--- src/rtl/i2cs_pkg.sv ---
package i2cs_pkg;

    localparam int ADDR_W    = 7;
    localparam int BYTE_W    = 8;
    localparam int BIT_CNT_W = 4;

    localparam logic [BIT_CNT_W-1:0] CNT_ADDR_DONE = BIT_CNT_W'(ADDR_W);
    localparam logic [BIT_CNT_W-1:0] CNT_BYTE_DONE = BIT_CNT_W'(BYTE_W);
    localparam logic [BIT_CNT_W-1:0] CNT_LAST_BIT  = BIT_CNT_W'(BYTE_W - 1);

    typedef enum logic [2:0] {
        PH_IDLE,
        PH_ADDR,
        PH_ADDR_ACK,
        PH_WR,
        PH_WR_ACK,
        PH_RD,
        PH_RD_ACK
    } phase_e;

    // clock edge events seen in the system clock domain
    typedef struct packed {
        logic rise;
        logic fall;
        logic sda;
    } scl_evt_t;

    typedef struct packed {
        logic start;
        logic stop;
    } bus_cond_t;

    typedef struct packed {
        phase_e                phase;
        logic [BIT_CNT_W-1:0]  cnt;
        logic [BYTE_W-1:0]     shift;
        logic                  rnw;
        logic                  oe;
    } eng_state_t;

    // compare incoming address bit number idx (0 = MSB) against the target
    function automatic logic addr_bit_ok(input logic [ADDR_W-1:0]    addr,
                                         input logic [BIT_CNT_W-1:0] idx,
                                         input logic                 bit_in);
        logic [ADDR_W-1:0] aligned;
        aligned = addr << idx;
        return aligned[ADDR_W-1] == bit_in;
    endfunction

endpackage

--- src/rtl/i2cs_sync.sv ---
module i2cs_sync #(
    parameter int STAGES = 2,
    parameter int W      = 2
) (
    input  logic         clk,
    input  logic         rst,
    input  logic [W-1:0] d,
    output logic [W-1:0] q
);
    logic [W-1:0] chain [STAGES];

    genvar s;
    generate
        for (s = 0; s < STAGES; s++) begin : g_stage
            if (s == 0) begin : g_first
                always_ff @(posedge clk) begin
                    if (rst) chain[0] <= '1;
                    else     chain[0] <= d;
                end
            end else begin : g_next
                always_ff @(posedge clk) begin
                    if (rst) chain[s] <= '1;
                    else     chain[s] <= chain[s-1];
                end
            end
        end
    endgenerate

    assign q = chain[STAGES-1];
endmodule

--- src/rtl/i2cs_cond_det.sv ---
module i2cs_cond_det
    import i2cs_pkg::*;
(
    input  logic      clk,
    input  logic      rst,
    input  logic      scl_s,
    input  logic      sda_s,
    output scl_evt_t  evt,
    output bus_cond_t cond
);
    logic scl_d, sda_d;
    logic start_in_high;   // a START happened in the current SCL high phase
    logic start_raw, stop_raw;

    assign start_raw = scl_s & scl_d & sda_d & ~sda_s;
    assign stop_raw  = scl_s & scl_d & ~sda_d & sda_s;

    always_ff @(posedge clk) begin
        if (rst) begin
            scl_d         <= 1'b1;
            sda_d         <= 1'b1;
            start_in_high <= 1'b0;
        end else begin
            scl_d <= scl_s;
            sda_d <= sda_s;
            if (start_raw)   start_in_high <= 1'b1;
            else if (!scl_s) start_in_high <= 1'b0;
        end
    end

    always_comb begin
        evt.rise   = scl_s & ~scl_d;
        evt.fall   = ~scl_s & scl_d;
        evt.sda    = sda_s;
        cond.start = start_raw;
        cond.stop  = stop_raw & ~start_in_high;
    end
endmodule

--- src/rtl/i2cs_engine.sv ---
module i2cs_engine
    import i2cs_pkg::*;
#(
    parameter logic [ADDR_W-1:0] TARGET_ADDR = 7'b1001011
) (
    input  logic              clk,
    input  logic              rst,
    input  scl_evt_t          evt,
    input  bus_cond_t         cond,
    input  logic [BYTE_W-1:0] rd_data,
    output logic              sda_oe,
    output logic              rx_valid,
    output logic [BYTE_W-1:0] rx_data,
    output logic              rd_req
);
    eng_state_t        st, nx;
    logic              rxv_n, rdq_n;
    logic [BYTE_W-1:0] rxd_n;
    logic [BYTE_W-1:0] shifted_in;

    assign shifted_in = {st.shift[BYTE_W-2:0], evt.sda};

    always_comb begin
        nx    = st;
        rxv_n = 1'b0;
        rdq_n = 1'b0;
        rxd_n = rx_data;
        if (cond.start) begin
            nx.phase = PH_ADDR;
            nx.cnt   = '0;
            nx.oe    = 1'b0;
        end else if (cond.stop) begin
            nx.phase = PH_IDLE;
            nx.cnt   = '0;
            nx.oe    = 1'b0;
        end else begin
            unique case (st.phase)
                PH_IDLE: ;
                PH_ADDR: begin
                    if (evt.rise) begin
                        nx.shift = shifted_in;
                        nx.cnt   = st.cnt + 1'b1;
                        if (st.cnt < CNT_ADDR_DONE &&
                            !addr_bit_ok(TARGET_ADDR, st.cnt, evt.sda))
                            nx.phase = PH_IDLE;
                        if (st.cnt == CNT_ADDR_DONE)
                            nx.rnw = evt.sda;
                    end else if (evt.fall && st.cnt == CNT_BYTE_DONE) begin
                        nx.phase = PH_ADDR_ACK;
                        nx.oe    = 1'b1;
                        nx.cnt   = '0;
                    end
                end
                PH_ADDR_ACK: begin
                    if (evt.rise) begin
                        rdq_n = st.rnw;
                    end else if (evt.fall) begin
                        nx.cnt = '0;
                        if (st.rnw) begin
                            nx.phase = PH_RD;
                            nx.shift = rd_data;
                            nx.oe    = ~rd_data[BYTE_W-1];
                        end else begin
                            nx.phase = PH_WR;
                            nx.oe    = 1'b0;
                        end
                    end
                end
                PH_WR: begin
                    if (evt.rise) begin
                        nx.shift = shifted_in;
                        nx.cnt   = st.cnt + 1'b1;
                        if (st.cnt == CNT_LAST_BIT) begin
                            rxv_n = 1'b1;
                            rxd_n = shifted_in;
                        end
                    end else if (evt.fall && st.cnt == CNT_BYTE_DONE) begin
                        nx.phase = PH_WR_ACK;
                        nx.oe    = 1'b1;
                        nx.cnt   = '0;
                    end
                end
                PH_WR_ACK: begin
                    if (evt.fall) begin
                        nx.phase = PH_WR;
                        nx.oe    = 1'b0;
                    end
                end
                PH_RD: begin
                    if (evt.rise) begin
                        nx.cnt = st.cnt + 1'b1;
                    end else if (evt.fall) begin
                        if (st.cnt == CNT_BYTE_DONE) begin
                            nx.phase = PH_RD_ACK;
                            nx.oe    = 1'b0;
                            nx.cnt   = '0;
                        end else begin
                            nx.shift = {st.shift[BYTE_W-2:0], 1'b0};
                            nx.oe    = ~st.shift[BYTE_W-2];
                        end
                    end
                end
                PH_RD_ACK: begin
                    if (evt.rise) begin
                        if (evt.sda) begin
                            nx.phase = PH_IDLE;
                            nx.oe    = 1'b0;
                        end else begin
                            rdq_n = 1'b1;
                        end
                    end else if (evt.fall) begin
                        nx.phase = PH_RD;
                        nx.cnt   = '0;
                        nx.shift = rd_data;
                        nx.oe    = ~rd_data[BYTE_W-1];
                    end
                end
                default: nx.phase = PH_IDLE;
            endcase
        end
    end

    always_ff @(posedge clk) begin
        if (rst) begin
            st.phase <= PH_IDLE;
            st.cnt   <= '0;
            st.shift <= '0;
            st.rnw   <= 1'b0;
            st.oe    <= 1'b0;
            rx_valid <= 1'b0;
            rx_data  <= '0;
            rd_req   <= 1'b0;
        end else begin
            st       <= nx;
            rx_valid <= rxv_n;
            rx_data  <= rxd_n;
            rd_req   <= rdq_n;
        end
    end

    assign sda_oe = st.oe;
endmodule

--- src/rtl/i2c_early_reject_slave.sv ---
module i2c_early_reject_slave
    import i2cs_pkg::*;
#(
    parameter logic [ADDR_W-1:0] TARGET_ADDR = 7'b1001011,
    parameter int                SYNC_STAGES = 2
) (
    input  logic              clk,
    input  logic              rst,
    input  logic              scl_i,
    input  logic              sda_i,
    input  logic [BYTE_W-1:0] rd_data,
    output logic              sda_oe,
    output logic              rx_valid,
    output logic [BYTE_W-1:0] rx_data,
    output logic              rd_req
);
    logic [1:0] pins_s;
    logic       scl_s, sda_s;
    scl_evt_t   evt;
    bus_cond_t  cond;
    logic       scl_rise_w, start_w, stop_w;

    i2cs_sync #(.STAGES(SYNC_STAGES), .W(2)) u_sync (
        .clk (clk),
        .rst (rst),
        .d   ({scl_i, sda_i}),
        .q   (pins_s)
    );

    assign scl_s = pins_s[1];
    assign sda_s = pins_s[0];

    i2cs_cond_det u_det (
        .clk   (clk),
        .rst   (rst),
        .scl_s (scl_s),
        .sda_s (sda_s),
        .evt   (evt),
        .cond  (cond)
    );

    i2cs_engine #(.TARGET_ADDR(TARGET_ADDR)) u_eng (
        .clk      (clk),
        .rst      (rst),
        .evt      (evt),
        .cond     (cond),
        .rd_data  (rd_data),
        .sda_oe   (sda_oe),
        .rx_valid (rx_valid),
        .rx_data  (rx_data),
        .rd_req   (rd_req)
    );

    assign scl_rise_w = evt.rise;
    assign start_w    = cond.start;
    assign stop_w     = cond.stop;
endmodule

--- config.mk ---
export PLATFORM = sky130hd
export DESIGN_NAME = i2c_early_reject_slave
export DESIGN_NICKNAME = d
export VERILOG_FILES = /design/src/rtl/i2cs_pkg.sv /design/src/rtl/i2cs_sync.sv /design/src/rtl/i2cs_cond_det.sv /design/src/rtl/i2cs_engine.sv /design/src/rtl/i2c_early_reject_slave.sv
export SDC_FILE = /design/constraint.sdc
export NUM_CORES = 1
export LEC_CHECK = 0
export BUFFER_PORTS_ARGS = -buffer_cell sky130_fd_sc_hd__buf_2
export CORE_MARGIN = 8
export CORE_UTILIZATION = 46
export DETAILED_ROUTE_END_ITERATION = 10
export PLACE_DENSITY = 0.74
export SYNTH_ARGS = -nofsm -noshare
export SYNTH_HDL_FRONTEND = slang
export SYNTH_SLANG_ARGS = --single-unit
--- constraint.sdc ---
create_clock -name clk -period 2 [get_ports clk]
set_input_delay 0.4 -clock clk [delete_from_list [all_inputs] [get_ports clk]]
set_output_delay 0.4 -clock clk [all_outputs]
set_load 0.01 [all_outputs]
* After elaboration in Yosys (flattened, before gate mapping)
Memories as Yosys holds them, arrays and structs flattened.
Cells that the tools add are included.
** Cells by class
- Muxes and demuxes :: 53
- $add $sub $neg :: 1
- Shift-type cells :: 1
- Eq/ne operators :: 46
- Reductions and logical operators :: 16
- Bitwise gates (word level) :: 22
- Order comparisons :: 1
** Operators by type and width (number)
- $mux W15 :: 4
- $pmux W12 S5 :: 1
- $reduce_and A13 Y1 :: 3
- $mux W8 :: 4
- $mux W7 :: 4
- $mux W1 :: 22
- $mux W3 :: 7
- $pmux W3 S7 :: 1
- $ne A4 B3 Y1 const B :: 5
- $ne A2 B1 Y1 const B :: 9
- $ne A3 B2 Y1 const B :: 6
- $ne A2 B2 Y1 const B :: 8
- $ne A5 B4 Y1 const B :: 3
- $mux W12 :: 1
- $ne A4 B4 Y1 const B :: 3
- $not A1 Y1 :: 12
- $mux W5 :: 2
- $reduce_and A10 Y1 :: 1
- $reduce_and A5 Y1 :: 2
- $reduce_bool A5 Y1 :: 2
- $eq A3 B3 Y1 const B :: 3
- $mux W9 :: 1
- $reduce_and A9 Y1 :: 1
- $and A1 B1 Y1 :: 8
- 21 further kinds :: 27
** Word-level totals
- Memories :: 1
- Output and inout port bits :: 11
- Input port bits :: 12
- RAM bits :: 4
- Register bits :: 29
** Memories
- u_sync.chain :: depth 2, width 2, read ports 2, clocked after memory_dff 0, wr ports 2, RTL line i2cs_sync.sv:10 : logic [W-1:0] chain [STAGES];

* Longest topological paths before layout
Gate-level depths: netlist of the first run.
- Depth in word-level cells :: 9
- Mapped depth :: 9

* By module
A second synthesis of the first run with hierarchy kept.
** Second synthesis, totals
- Cell total of the unflattened synthesis :: 234
- Area, all modules :: 1981.9 um^2
** Modules (own cells, without submodules)
- i2cs_engine :: seq. area each 520.5 um^2, area an instance 1720.4 um^2, times used 1, cells each 210
- i2cs_cond_det :: seq. area each 60.1 um^2, area an instance 156.4 um^2, times used 1, cells each 16
- i2cs_sync :: seq. area each 80.1 um^2, area an instance 105.1 um^2, times used 1, cells each 8

* Worst setup path after synthesis of the first run
OpenSTA, ideal clock, no wires.
- Kind :: reg-to-reg
- Start :: register u_det.scl_d
- End :: register u_eng.st, in the netlist u_eng.shifted_in[1]
- Setup time :: 0.079 ns
- Setup slack :: 0.134 ns
- Stages on the path, launching flop included :: 10
- Arrival time :: 1.786 ns
- Cell sequence :: dfxtp_1 -> inv_1 -> ha_1 -> clkbuf_2 -> and2b_2 -> nand3b_1 -> a221oi_4 -> buf_6 -> nor2_1 -> a211oi_2
** Between the ends
- Longest elaborated chain between the ends :: 6
- Elaborated cells between the ends (all ways) :: 20
- Classes of those cells :: eq/ne: 8; bitwise: 11; reduce/logical: 1
** Ends and longest elaborated chain
- from (decl) :: RTL line i2cs_cond_det.sv:11 : logic scl_d, sda_d;
- from (signal assigned) :: RTL line i2cs_cond_det.sv:24 : scl_d <= scl_s;
- $and A1 B1 Y1 :: RTL line i2cs_cond_det.sv:15, i2cs_cond_det.sv:16
- $and A1 B1 Y1 (2 in a row) :: RTL line i2cs_cond_det.sv:16 : assign stop_raw = scl_s & scl_d & ~sda_d & sda_s;
- $and A1 B1 Y1 :: RTL line i2cs_cond_det.sv:36 : cond.stop = stop_raw & ~start_in_high;
- $not A1 Y1 (no line)
- $reduce_and A13 Y1 (no line) *
- to (signal assigned) :: RTL line i2cs_engine.sv:134 : st <= nx;
- to (decl) :: RTL line i2cs_engine.sv:16 : eng_state_t st, nx;
Mark *: on every way between the ends. The rest lies on a longest branch, timed or not.
A chain may end at the register's enable or synchronous reset.

* Worst setup path after layout of the first run
- Start :: register u_eng.st[11] (netlist name)
- End :: register u_eng.st, in the netlist u_eng.shifted_in[1]
** Between the ends
- Longest elaborated chain between the ends :: 3
** Ends and longest elaborated chain
- $eq A4 B4 Y1 :: RTL line i2cs_engine.sv:93 : if (st.cnt == CNT_BYTE_DONE) begin
- $ne A2 B2 Y1 (no line)
- $reduce_and A13 Y1 (no line)
Every way passes these cells.

==> results of run 1 <==
-- flip-flops by register name, indices dropped and copies added, names as in the netlist --
| name | flops |
|---|---|
| u_det.scl_d | 1 |
| u_det.sda_d | 1 |
| u_det.start_in_high | 1 |
| u_eng.rd_req | 1 |
| u_eng.rx_data | 8 |
| u_eng.rx_valid | 1 |
| u_eng.sda_oe | 1 |
| u_eng.shifted_in | 7 |
| u_eng.st | 8 |
| u_sync.chain | 4 |
-- Yosys cell counts (2+ instances only) --
cell / instances / area (µm²)
buf_2: 7 / 35.0
nand2b_1: 5 / 31.3
o21ai_0: 15 / 75.1
nand3b_1: 3 / 22.5
a211oi_2: 3 / 37.5
dfxtp_1: 33 / 661
nand2_1: 17 / 63.8
a31oi_1: 2 / 12.5
nor2b_1: 7 / 43.8
nor2_1: 28 / 105
a211oi_1: 5 / 37.5
nand3_1: 4 / 20.0
inv_1: 13 / 48.8
a21oi_1: 11 / 55.1
nor3b_1: 2 / 15.0
nand4b_1: 2 / 17.5
a22oi_1: 7 / 52.6
mux2_2: 3 / 33.8
nor3_1: 6 / 30.0
nor4_1: 2 / 12.5
clkbuf_1: 7 / 26.3
ha_1: 5 / 62.6
mux2i_1: 12 / 120
or2_2: 7 / 43.8
a311oi_1: 4 / 35.0
-- worst max-delay path by stage --
stage / start / to / slack (ns) / depth (start not counted)
2_1_floorplan: u_det.scl_d / u_eng.shifted_in[1] / 0.13 / 9
3_3_place_gp: u_eng.st[10] / u_eng.st[14] / 0.15 / 7
3_5_place_dp: u_eng.st[11] / u_eng.st[14] / 0.09 / 7
4_1_cts: u_eng.st[11] / u_eng.st[15] / 0.06 / 7
5_1_grt: u_det.scl_d / u_eng.shifted_in[1] / -0.01 / 9
6_report: u_eng.st[11] / u_eng.shifted_in[1] / 0.07 / 9
-- worst register-to-register path, cell delays in order (launching register included) --
cell	delay (ns)
dfxtp_1	0.39
inv_1	0.06
ha_1	0.20
and3b_4	0.22
nand2b_4	0.15
a221oi_4	0.31
buf_12	0.15
buf_4	0.15
buf_4	0.13
a211oi_2	0.05
-- metal layers --
layer | part of all wire (%) | GRT usage (%) | vias to the layer above
met5 | 0 | 0 | -
met4 | 1.0 | 5.89 | 0
met3 | 4.4 | 3.31 | 4
met2 | 48 | 23.4 | 39
met1 | 46 | 18.5 | 849
li1 | - | - | 901
-- kinds of logic after synthesis --
kind of cell	count (synthesis)
and+or+nand+nor	94
AOI/OAI and AO/OA	59
DFF	33
buffers and inverters	30
muxes	15
adders and majority gates	5
xor gates and xnor gates	1
-- per-stage QoR --
stage | util (%) | cell area [µm²]
after floorplan | - | 1940
after global placement | 54.7 | 2200
after detailed placement | 54.7 | 2200
after CTS | 56.8 | 2290
after global routing | 57.7 | 2320
final | 57.7 | 2320
-- power groups by stage --
stage	logic (mW)	clock network [mW]	registers, mW
floorplan	0.0533	0	0.681
global placement	0.0774	0	0.684
detailed placement	0.0779	0	0.685
CTS	0.0786	0.508	0.670
global route	0.0900	0.540	0.671
finish	0.0803	0.497	0.670
-- what timing repair did --
item,in CTS,in global routing
endpoints found under the setup margin,0,5
gates resized for setup,0,6
setup buffers,0,3
hold buffers,0,0
-- cell type report --
class	instances	area (µm²)	area share, %
multi-input cells	174	1160	50.1
clock buffers	7	86.3	3.71
well taps	50	62.6	2.69
inverters	13	48.8	2.10
repair buffers	44	300	12.9
flip-flops and latches	33	663	28.5
==> impl_results.md, run 1 <==
- Tot Pwr: around 1.2 mW
- Number of global-route vias before repair: about 1700
- Clock share of power: between 30 and 40%
- Final worst path period share: 96.3%
- Die Wd: 81.0 µm
- Final GP Congestion: between 0.9 and 1
- Psw: ~0.27 mW
- Reg2reg end: u_eng.shifted_in[1]
- Hold WC Path Type: in2reg
- Cells after Synth: 237
- Yosys warns: 0
- Final net count: approximately 290
- Cell row count: 23
- CP max-delay cell: dfxtp_1
- Die Area: approximately 0.0066 mm²
- FF-to-FF setup slack: between 0.07 and 0.08 ns
- Req. time, crit path: approximately 2.2 ns
- Clk_lat worst skew: 0.28 ns
- Number of diodes: 0
- F_max: between 500 and 600 MHz
- Largest family of logic cells by synthesized area: simple AND/OR/NAND/NOR gates
- CTS tree: yes
- Yosys cell types: 52
- Critical path type: reg2reg
- Seq pwr share: 53.7%
- Via count: between 1500 and 2000
- Hold Crit Depth: 2
- Final Hold Slack: 0.304 ns
- Min cycle time layout: 1.93 ns
- Mux contribution to synthesized area: 7.92%
- CTS H-tree depth: 2
- Vias per cell: approximately 5.6
- Simple-Gate Fraction of Synth Area: a little over a quarter
- Setup crit end kind: flip-flop
- Ports: 23
- TritonCTS Sinks: 33
- Setup ws final: 0.0742 ns
- Initial antenna violation count: 0
- Core region area: 0.00403 mm²
- Crit-path leading delay family: buffers and inverters
- Slowest Stage Delay on Critical Path: slightly below 0.4 ns
- CP Launch Type: flip-flop
- Pint: approximately 0.97 mW
- Pins Over Slew Limit: 0
- Skew final: 0.0104 ns
- Most common cell on crit path: buf_4
- Power per Cell Area: between 500 and 600 mW/mm²
- Worst slew margin: between 60% and 70%
- Slew at the pin with the worst max-slew slack: 0.481 ns
- Post-Syn Area per Cell: roughly 8 µm²
- RR Startpoint: u_eng.st[11]
- Layout area overhead: 19.6%
- First-pass GRT wire length: slightly below 8000 µm
- Commonest cells after routing, fill and taps aside: dfxtp_1, nor2_1, buf_2, buf_4, nand2_1
- DIE HEIGHT: 81.0 µm
- Final setup violation count: 0
- Root buf cell: clkbuf_8
- Largest net degree at the start of global routing: 24
- Cells on worst reg2reg path: 9
- Commonest non-fill, non-tap cell in the layout: dfxtp_1
- Leak pwr: around 0.89 nW
- Cell total after placement: between 300 and 400
- Final Hold Fails: 0
- Max_cap viols: 0
- CTS Buffer Depth: 2
- Hold path startpoint: scl_i
- CP bufs+invs: 4
- Seq/Total Area, Yosys: 34.0%
- Largest fanout on the critical path: 8
- Status: completed
- Post-synth EDFFs: 0
- Synth Net Count: 254
- Yosys reg bits: 33
- First-pass iteration count of the detailed router: 4
- CTS clk-pin slew, worst paths: roughly 0.070 ns
- Hold EP: u_sync.chain[0][1]
- Layout Cells excl Fill: between 300 and 400
- Worst IR Drop VDD: between 0.2 and 0.3 mV
- GR Util All Layers: between 10 and 15%
- Final WL: between 4000 and 5000 µm
- Initial core utilization: 48.3%
- Setup TNS: 0 ns
- FILL cells: 381
- Cell Chain, Critical Path: inv_1 -> ha_1 -> and3b_4 -> nand2b_4 -> a221oi_4 -> buf_12 -> buf_4 -> buf_4 -> a211oi_2
- Compound-cell area share of the yosys netlist: a little over a fifth
- DR DRC count: 0
- Xor and xnor area share after synthesis: less than 1%
- Final ANT Viol Nets: 0
- Post-synthesis async set-or-reset flop share: 0%
- Synth Area in Adders: 3.22%
- Arr. time, crit path: 2.09 ns
- Sw frac: 22.0%
- Post-synth top flop: dfxtp_1
- Initial drt markers: between 150 and 200
- Number of buffers created by CTS: 5
- Comb power frac: 6.4%
- Syn Std Cell Area: between 0.0015 and 0.002 mm²
- Port bufs: 22
- Dpl ws: slightly below 0.09 ns
- Total grt overflow: 0
- Placed wire-length estimate: 3340 µm
- DR WL/cell: roughly 15 µm
- Layout cells sized above 1: 27.7%
(Power assumes the default switching activity.)
==> inputs of run 2 (changes only) <==
SLEW_MARGIN = 40   (was not set)
clock period = 1.55 ns   (was 2 ns; I/O delays follow)
==> impl_results.md, run 2 (synthesis results as in run 1) <==
- Status: finished, violations left
- Failing checks: setup timing
- Largest fanout on the critical path: 5
- GRT met1 Usage: between 20% and 30%
- Pins Over Slew Limit: 0
- Number of diodes: 0
- Ports: 23
- TritonCTS Sinks: 33
- Total grt overflow: 0
- Slew at the pin with the worst max-slew slack: around 0.37 ns
- Initial drt markers: 162
- Worst slew margin: 75.3%
- Req. time, crit path: ~1.8 ns
- Busiest grt layer: met2
- Max_cap viols: 0
- GR Layer Usage met2: a little under a third
- Final setup violation count: 24
- Final GP Congestion: 0.866
- Port bufs: 22
- Die Area: approximately 0.0066 mm²
- Largest net degree at the start of global routing: 14
- Cell Chain, Critical Path: inv_2 -> ha_4 -> and2b_2 -> nand3b_1 -> a221oi_4 -> buf_6 -> nor2_4 -> a211oi_2
- Hold WC Path Type: in2reg
- CTS Buffer Depth: 2
- FILL cells: roughly 310
- Slowest Stage Delay on Critical Path: between 0.3 and 0.4 ns
- Cell row count: 23
- Final net count: between 300 and 400
- Tot Pwr: about 1.7 mW
- Setup ws final: -0.238 ns
- Power per Cell Area: 613 mW/mm²
- Critical path type: reg2reg
- CTS tree: yes
- DIE HEIGHT: 81.0 µm
- Final ANT Viol Nets: 0
- Layout cells sized above 1: a little under half
- Commonest non-fill, non-tap cell in the layout: buf_4
- First-pass GRT wire length: just under 10000 µm
- DR DRC count: 0
- Min cycle time layout: ~1.8 ns
- Die Wd: 81.0 µm
- Layout area overhead: 45.2%
- Via count: between 2000 and 2500
- Core region area: 0.00403 mm²
- CP Launch Type: flip-flop
- Commonest cells after routing, fill and taps aside: buf_4, dfxtp_1, nor2_1, buf_2, nand2_1
- Number of buffers created by CTS: 5
- Root buf cell: clkbuf_8
- Setup repair after global routing missed its margin: true
- Arr. time, crit path: 2.01 ns
- Initial antenna violation count: 0
- CTS H-tree depth: 2
- GR Util All Layers: 19.1%
- Skew final: about 0.0070 ns
- Final worst path period share: 115%
- CTS clk-pin slew, worst paths: approximately 0.07 ns
- Final WL: 6100 µm
- Vias per cell: approximately 5.8
- Final Hold Slack: 0.200 ns
- DR WL/cell: 16.9 µm
- Placed wire-length estimate: 3800 µm
- Worst IR Drop VDD: around 0.56 mV
- First-pass iteration count of the detailed router: 4
- Grt met3 use: about 3.6%
- Leak pwr: roughly 1.2 nW
- Setup crit end kind: flip-flop
- CP max-delay cell: dfxtp_2
- Final Hold Fails: 0
- Clk_lat worst skew: 0.29 ns
- Number of global-route vias before repair: slightly above 2000
- F_max: 559 MHz
- Initial core utilization: between 40% and 50%
## run 2: final timing paths
check	start	to	slack, ns	cells after the start
worst min register to register	u_sync.chain[0][0]	u_sync.chain[1][0]	0.41	1
worst max-delay path	u_det.scl_d	u_eng.shifted_in[1]	-0.24	8
worst min-delay path	scl_i	u_sync.chain[0][1]	0.20	2
worst max register to register	u_det.scl_d	u_eng.shifted_in[1]	-0.24	8
## run 2: critical path, delay by kind of cell (launching register included)
family | cells | cell delay (ns)
buffers and inverters | 2 | 0.24
adder cells (fa/ha/maj) | 1 | 0.15
AND/OR/NAND/NOR | 3 | 0.45
flip-flops | 1 | 0.35
AO/OA/AOI/OAI | 2 | 0.53
## run 2: power breakdown
| part | internal [mW] | switching, mW | leakage (nW) | total, mW |
|---|---|---|---|---|
| combinational | 0.0675 | 0.0737 | 0.838 | 0.141 |
| clock | 0.401 | 0.323 | 0.0542 | 0.724 |
| sequential | 0.856 | 0.00819 | 0.267 | 0.865 |
## run 2: final cells by class
class	instances	area, µm²	share of cell area [%]
multi-input combinational	174	1360	48.1
sequential	33	668	23.7
timing repair buffer	82	584	20.7
clock buffer	7	96.3	3.41
tap	50	62.6	2.22
inverter	13	48.8	1.73
clock inverter	1	5.00	0.177
## run 2: repair_timing
action                     in CTS  in global routing
hold buffers                    0                  0
setup endpoints to repair      26                 26
pin swaps                       8                  6
gates cloned                    1                  0
gates resized for setup        26                 14
buffers inserted                7                  4
## run 2: stage by stage
step | area (µm²) | worst slack (ns) | util [%] | cells | setup TNS [ns]
after floorplan | 2010 | -0.267 | - | 237 | -4.55
after global placement | 2490 | -0.235 | 61.8 | 342 | -3.62
after detailed placement | 2490 | -0.315 | 61.8 | 342 | -4.33
after CTS | 2770 | -0.226 | 68.9 | 358 | -3.64
after global routing | 2820 | -0.328 | 70.1 | 360 | -6.29
final | 2820 | -0.238 | 70.1 | 360 | -4.35
## run 2: layer usage
layer / share of wire (%) / up-vias / wire length [µm]
li1: - / 984 / -
met1: 43 / 987 / 2600
met2: 48 / 85 / 2950
met3: 6.1 / 16 / 374
met4: 2.8 / 0 / 169
met5: 0 / - / 0
